### src/rtl/irq_core_pkg.sv
package irq_core_pkg;

    typedef enum logic {
        EOI_BY_CMD  = 1'b0,
        EOI_BY_AUTO = 1'b1
    } eoi_mode_e;

endpackage

### src/rtl/irq_prio_pick.sv
// Fixed-priority finder: lowest set index wins.
module irq_prio_pick #(
    parameter int WIDTH = 8,
    localparam int IDX_W = (WIDTH > 1) ? $clog2(WIDTH) : 1
) (
    input  logic [WIDTH-1:0] vec_i,
    output logic [WIDTH-1:0] hit_o,
    output logic [IDX_W-1:0] idx_o,
    output logic             any_o
);

    always_comb begin
        hit_o = '0;
        idx_o = '0;
        any_o = 1'b0;
        for (int i = WIDTH - 1; i >= 0; i--) begin
            if (vec_i[i]) begin
                hit_o    = '0;
                hit_o[i] = 1'b1;
                idx_o    = IDX_W'(i);
                any_o    = 1'b1;
            end
        end
    end

endmodule

### src/rtl/irq_nest_gate.sv
// Decides whether the best pending level may preempt current service.
module irq_nest_gate #(
    parameter int IDX_W = 3
) (
    input  logic             req_any_i,
    input  logic [IDX_W-1:0] req_idx_i,
    input  logic             svc_any_i,
    input  logic [IDX_W-1:0] svc_idx_i,
    output logic             grant_o
);

    always_comb begin
        grant_o = req_any_i && (!svc_any_i || (req_idx_i < svc_idx_i));
    end

endmodule

### src/rtl/irq_prio_core.sv
module irq_prio_core
    import irq_core_pkg::*;
#(
    parameter int NLINES = 8
) (
    input  logic              clk,
    input  logic              rst_n,
    input  logic [NLINES-1:0] irq_lines,
    input  logic              mask_wr,
    input  logic [NLINES-1:0] mask_data,
    input  logic              ack_commit,
    input  logic              eoi_cmd,
    input  logic              auto_eoi,
    output logic              int_req,
    output logic [NLINES-1:0] req_rd,
    output logic [NLINES-1:0] inserv_rd,
    output logic [NLINES-1:0] mask_rd
);

    localparam int IDX_W = (NLINES > 1) ? $clog2(NLINES) : 1;

    typedef struct packed {
        logic [NLINES-1:0] prev;
        logic [NLINES-1:0] irr;
        logic [NLINES-1:0] isr;
        logic [NLINES-1:0] imr;
    } core_state_t;

    core_state_t st_q, st_d;

    logic [NLINES-1:0] pending;
    logic [NLINES-1:0] win_oh;
    logic [IDX_W-1:0]  win_idx;
    logic              win_any;
    logic [NLINES-1:0] top_svc_oh;
    logic [IDX_W-1:0]  top_svc_idx;
    logic              svc_any;
    logic              eligible;
    eoi_mode_e         mode;

    assign pending = st_q.irr & ~st_q.imr;
    assign mode    = auto_eoi ? EOI_BY_AUTO : EOI_BY_CMD;

    irq_prio_pick #(.WIDTH(NLINES)) u_req_pick (
        .vec_i (pending),
        .hit_o (win_oh),
        .idx_o (win_idx),
        .any_o (win_any)
    );

    irq_prio_pick #(.WIDTH(NLINES)) u_svc_pick (
        .vec_i (st_q.isr),
        .hit_o (top_svc_oh),
        .idx_o (top_svc_idx),
        .any_o (svc_any)
    );

    irq_nest_gate #(.IDX_W(IDX_W)) u_gate (
        .req_any_i (win_any),
        .req_idx_i (win_idx),
        .svc_any_i (svc_any),
        .svc_idx_i (top_svc_idx),
        .grant_o   (eligible)
    );

    always_comb begin
        logic [NLINES-1:0] rise;
        logic [NLINES-1:0] irr_clr;
        logic [NLINES-1:0] isr_clr;
        logic [NLINES-1:0] isr_set;
        logic              take;

        st_d    = st_q;
        rise    = irq_lines & ~st_q.prev;
        take    = ack_commit && eligible;
        irr_clr = take ? win_oh : '0;
        isr_clr = eoi_cmd ? top_svc_oh : '0;
        isr_set = (take && mode == EOI_BY_CMD) ? win_oh : '0;

        st_d.prev = irq_lines;
        st_d.irr  = (st_q.irr & ~irr_clr) | rise;
        st_d.isr  = (st_q.isr & ~isr_clr) | isr_set;
        if (mask_wr) begin
            st_d.imr = mask_data;
        end
    end

    always_ff @(posedge clk) begin
        if (!rst_n) begin
            st_q.prev <= '0;
            st_q.irr  <= '0;
            st_q.isr  <= '0;
            st_q.imr  <= '1;
        end else begin
            st_q <= st_d;
        end
    end

    assign int_req   = eligible;
    assign req_rd    = st_q.irr;
    assign inserv_rd = st_q.isr;
    assign mask_rd   = st_q.imr;

    // an interrupt request needs a pending unmasked bit behind it
    a_r5_int_has_source: assert property (@(posedge clk) disable iff (!rst_n)
        int_req |-> (|(st_q.irr & ~st_q.imr)));

    // the resolver never names two winners
    a_r4_single_winner: assert property (@(posedge clk) disable iff (!rst_n)
        $onehot0(win_oh));

    // a command-mode commit adds exactly one in-service bit
    a_r4_commit_adds_one: assert property (@(posedge clk) disable iff (!rst_n)
        (ack_commit && int_req && !auto_eoi && !eoi_cmd) |=>
            ($countones(st_q.isr) == $past($countones(st_q.isr)) + 1));

    // a commit with nothing eligible leaves service untouched
    a_r6_idle_commit: assert property (@(posedge clk) disable iff (!rst_n)
        (ack_commit && !int_req && !eoi_cmd) |=> $stable(st_q.isr));

    // an automatic-mode commit leaves service untouched
    a_r7_auto_keeps_isr: assert property (@(posedge clk) disable iff (!rst_n)
        (ack_commit && auto_eoi && !eoi_cmd) |=> $stable(st_q.isr));

    // one end-of-interrupt retires exactly one level
    a_r8_eoi_one_level: assert property (@(posedge clk) disable iff (!rst_n)
        (eoi_cmd && !ack_commit && (st_q.isr != '0)) |=>
            ($countones(st_q.isr) == $past($countones(st_q.isr)) - 1));

    // a mask write lands on the next edge
    a_r9_mask_write: assert property (@(posedge clk) disable iff (!rst_n)
        mask_wr |=> (mask_rd == $past(mask_data)));

endmodule

### config.mk
export PLATFORM = sky130hd
export DESIGN_NAME = irq_prio_core
export DESIGN_NICKNAME = d
export VERILOG_FILES = /design/src/rtl/irq_core_pkg.sv /design/src/rtl/irq_prio_pick.sv /design/src/rtl/irq_nest_gate.sv /design/src/rtl/irq_prio_core.sv
export SDC_FILE = /design/constraint.sdc
export NUM_CORES = 1
export LEC_CHECK = 0
export BUFFER_PORTS_ARGS = -buffer_cell sky130_fd_sc_hd__buf_2
export CAP_MARGIN = 20
export CORE_MARGIN = 4
export CORE_UTILIZATION = 42
export CTS_BUF_LIST = sky130_fd_sc_hd__clkbuf_4 sky130_fd_sc_hd__clkbuf_8
export DETAILED_ROUTE_END_ITERATION = 8
export HOLD_SLACK_MARGIN = 0.12
export PLACE_DENSITY_LB_ADDON = 0.3
export SLEW_MARGIN = 20
export SYNTH_ARGS = -nofsm -noshare
export SYNTH_HDL_FRONTEND = slang
export SYNTH_SLANG_ARGS = --single-unit
### constraint.sdc
create_clock -name clk -period 7.12 [get_ports clk]
set_clock_uncertainty 0.15 [all_clocks]
set_input_delay 0.356 -clock clk [delete_from_list [all_inputs] [get_ports clk]]
set_output_delay 0.356 -clock clk [all_outputs]
set_load 0.01 [all_outputs]
==> results.md <==
* R2R depth at 8
* Synth area leaders: dfxtp_1 (37%), buf_4 (10%), nand2_1 (4.1%), and2_1 (3.6%), mux2i_1 (3.5%)
* Post-synthesis xor/xnor area fraction at 0
* Slew Limit Fails at 0
* Yosys warning count at 0
* Share of layout cells above drive strength 1 at 0.326
* H-tree level count at 2
* Die extent in y at 72.2 microns
* Die area at about 0.0052 sq mm
* Min-delay worst type: in -> reg
* Wire per inst at 13.5 microns
* Area Overhead vs Synth at 11.6%
* Simple-gate share of the synthesized area at 0.234
* Pre-CTS WS at 4.47 ns
* Inserted Diodes at 0
* Main combinational cell family by area after synthesis: simple AND/OR/NAND/NOR gates
* Final worst slack at 4.17 ns
* Crit-path cells: or2b_2 > nand4_4 > a21oi_1 > ha_1 > a211oi_1 > a31oi_4 > nor2_1 > buf_2
* ANT nets after route at 0
* CTS buffer count at 5
* Initial antenna violation count at 0
* Critical path's largest stage delay at around 0.4 ns
* Netlist cell types at a little over 40
* Critical path depth in cells at 8
* Final Core Density at 0.483
* Commonest cells post-synth: dfxtp_1 (32), buf_4 (24), nand2_1 (19)
* CTS Sinks at 32
* Post-synthesis sequential area ratio at 0.370
* RSZ-0062 raised after global routing: false
* WP data arrival at 2.45 ns
* Reg2Reg Setup Slack at about 4.6 ns
* R2R Path End: req_rd[0]
* CP Capture Type: primary output
* Total gr overflow at 0
* Max cap viols at 0
* Final wirelength at 3.61 mm
* Overall routing resource usage at 0.146
* Peak Freq at 339 MHz
* Status: finished clean
* Critical path launch point type: flip-flop
* Clk_lat worst skew at 0.29 ns
* Final setup vio count at 0
* Adder-cell share of the synthesized area at 0.0145
* Top cell type's share of synthesized area at 0.370
* Top_reg_cell synth: dfxtp_1
* Post-Synthesis Cells at 191
* Multiplexer area fraction after synthesis at 0.0347
* Fin area at roughly 0.0019 sq mm
* Synth Area in Compound Gates at 0.223
* Ys async rst share at 0
* Clock transition at path regs at 0.07 ns
* Hold Fails Final Rpt at 0
* Nets at 241
* Final setup TNS at 0 ns
* Cell Area, Synth at about 0.0017 sq mm
* Post-Syn Area per Cell at 9.06 sq um
* VDD IR max at 0.140 mV
* CP Max Fanout at 9
* Total core area at 0.00400 sq mm
* Global-route wire length before repair at roughly 5.9 mm
* Starting DRC count in detailed routing at 83
* Worst Setup Path Type: reg -> out
* Root Buffer: clkbuf_8
* Worst r2r src: req_rd[2]
* Worst Path Buf+Inv at 1
* Largest net degree at the start of global routing at 34
* Io pins at 47
* Slew margin rel. at 0.647
* Number of global-route vias before repair at 1324
* Buffers on Ports at 46
* # DRC at 0
* CP delay by family, top: compound AO/OA/AOI/OAI gates
* Leak Pwr at 0.883 nW
* Crit. Startpoint: req_rd[2]
* Initial Util at 0.433
* Site Rows at 23
* Count leader, synth: dfxtp_1
* CP endpoint: int_req
* CTS max path bufs at 2
* First-pass DRT Iterations at 4
* Area post-placement at ~0.0018 sq mm
* Vias per inst at roughly 5.3
* Period utilization at 0.415
* Top cell type by total area after synthesis: dfxtp_1
* Crit path time final at 2.95 ns
* DP Wirelength at 2.64 mm
* Slowest library cell on the worst path: a211oi_1
* Critical Path RT at about 6.6 ns
* PwrDens at 214 mW/mm^2
* Vias at around 1.4k
* Worst Max-Slew Pin Slew at ~0.53 ns
* Syn_nets at 215
* Synth Register Bits at 32
* Final GP Congestion at 0.826
* Clock tree from TritonCTS: built
* DIE WIDTH at around 72 microns
* Number of synthesized flops with an enable pin at 0
-- cell families (layout without fill, tap and decap cells) --
group / after synthesis / after routing
and+or+nand+nor: 71 / 71
adders and majority gates: 2 / 2
DFF: 32 / 32
AOI/OAI and AO/OA: 47 / 47
buffers and inverters: 33 / 60
muxes: 6 / 6
-- how the worst min path moves through the flow --
stage | start | endpoint | cells after the start
3_5_place_dp | mask_rd[1] | mask_rd[1] | 2
2_1_floorplan | mask_rd[5] | mask_rd[5] | 2
4_1_cts | irq_lines[0] | st_q[24] | 2
5_1_grt | irq_lines[3] | st_q[27] | 2
6_report | irq_lines[3] | st_q[27] | 2
3_3_place_gp | mask_rd[3] | mask_rd[3] | 2
-- flip-flops by register name (all words and copies together), names as in the netlist --
signal,cells
inserv_rd,8
mask_rd,8
req_rd,8
st_q,8
-- cells in the final DEF, fill, tap and decap left out, drive strengths merged --
| cell | netlist | layout |
|---|---|---|
| nor2b | 10 | 10 |
| nor2 | 8 | 8 |
| ha | 2 | 2 |
| o311ai | 2 | 2 |
| clkbuf | 4 | 6 |
| a211oi | 1 | 1 |
| mux2i | 6 | 6 |
| clkinv | 0 | 2 |
| a21oi | 11 | 11 |
| o21ai | 6 | 6 |
| or2 | 1 | 1 |
| buf | 24 | 46 |
| a31oi | 3 | 3 |
| dfxtp | 32 | 32 |
| and2 | 10 | 10 |
| inv | 5 | 5 |
| o211ai | 7 | 7 |
| nand2b | 7 | 7 |
| nor3 | 4 | 4 |
| nand4 | 1 | 1 |
| o22ai | 1 | 1 |
| or4 | 1 | 1 |
| nand2 | 19 | 19 |
| a31o | 1 | 1 |
| or2b | 2 | 2 |
| nand3 | 6 | 6 |
| o21bai | 2 | 2 |
| o41ai | 6 | 6 |
| a32o | 1 | 1 |
| a21o | 2 | 2 |
| o21a | 1 | 1 |
| nand3b | 1 | 1 |
| dlygate4sd3 | 0 | 1 |
| o31ai | 3 | 3 |
| nor4 | 1 | 1 |
-- routing by layer --
layer / vias up / routed length, microns / global-route usage
li1: 707 / - / -
met1: 673 / 1730 / 0.189
met2: 29 / 1620 / 0.221
met3: 6 / 181 / 0.0443
met4: 0 / 80 / 0.0689
met5: - / 0 / 0
-- through the flow --
step	hold slack [ns]	instances	power [W]
2_1_floorplan	0.316	191	0.000260
3_3_place_gp	0.333	259	0.000273
3_5_place_dp	0.337	259	0.000274
4_1_cts	0.122	268	0.000418
5_1_grt	0.125	268	0.000435
6_report	0.127	268	0.000413
-- report_power, final --
part,internal (W),leakage [nW],switching (W),total [W]
Combinational,0.0000331,0.567,0.0000398,0.0000729
Sequential,0.000190,0.265,0.00000780,0.000197
Clock,0.0000770,0.0510,0.0000658,0.000143
Total,0.000300,0.882,0.000113,0.000413
-- repair_timing --
action                                 in CTS  in global routing
gates resized for setup                     0                  0
buffers inserted                            0                  0
endpoints found under the hold margin       1                  0
hold buffers                                1                  0
-- area by class of cell --
cell class	instances	area (sq um)
clock buffers	6	82.6
clock inverters	2	10.0
fillers	400	2070
inverters	5	18.8
multi-input cells	126	876
flip-flops and latches	32	641
well taps	50	62.6
repair buffers	47	240
No activity file was read; power rests on OpenSTA's default activity.
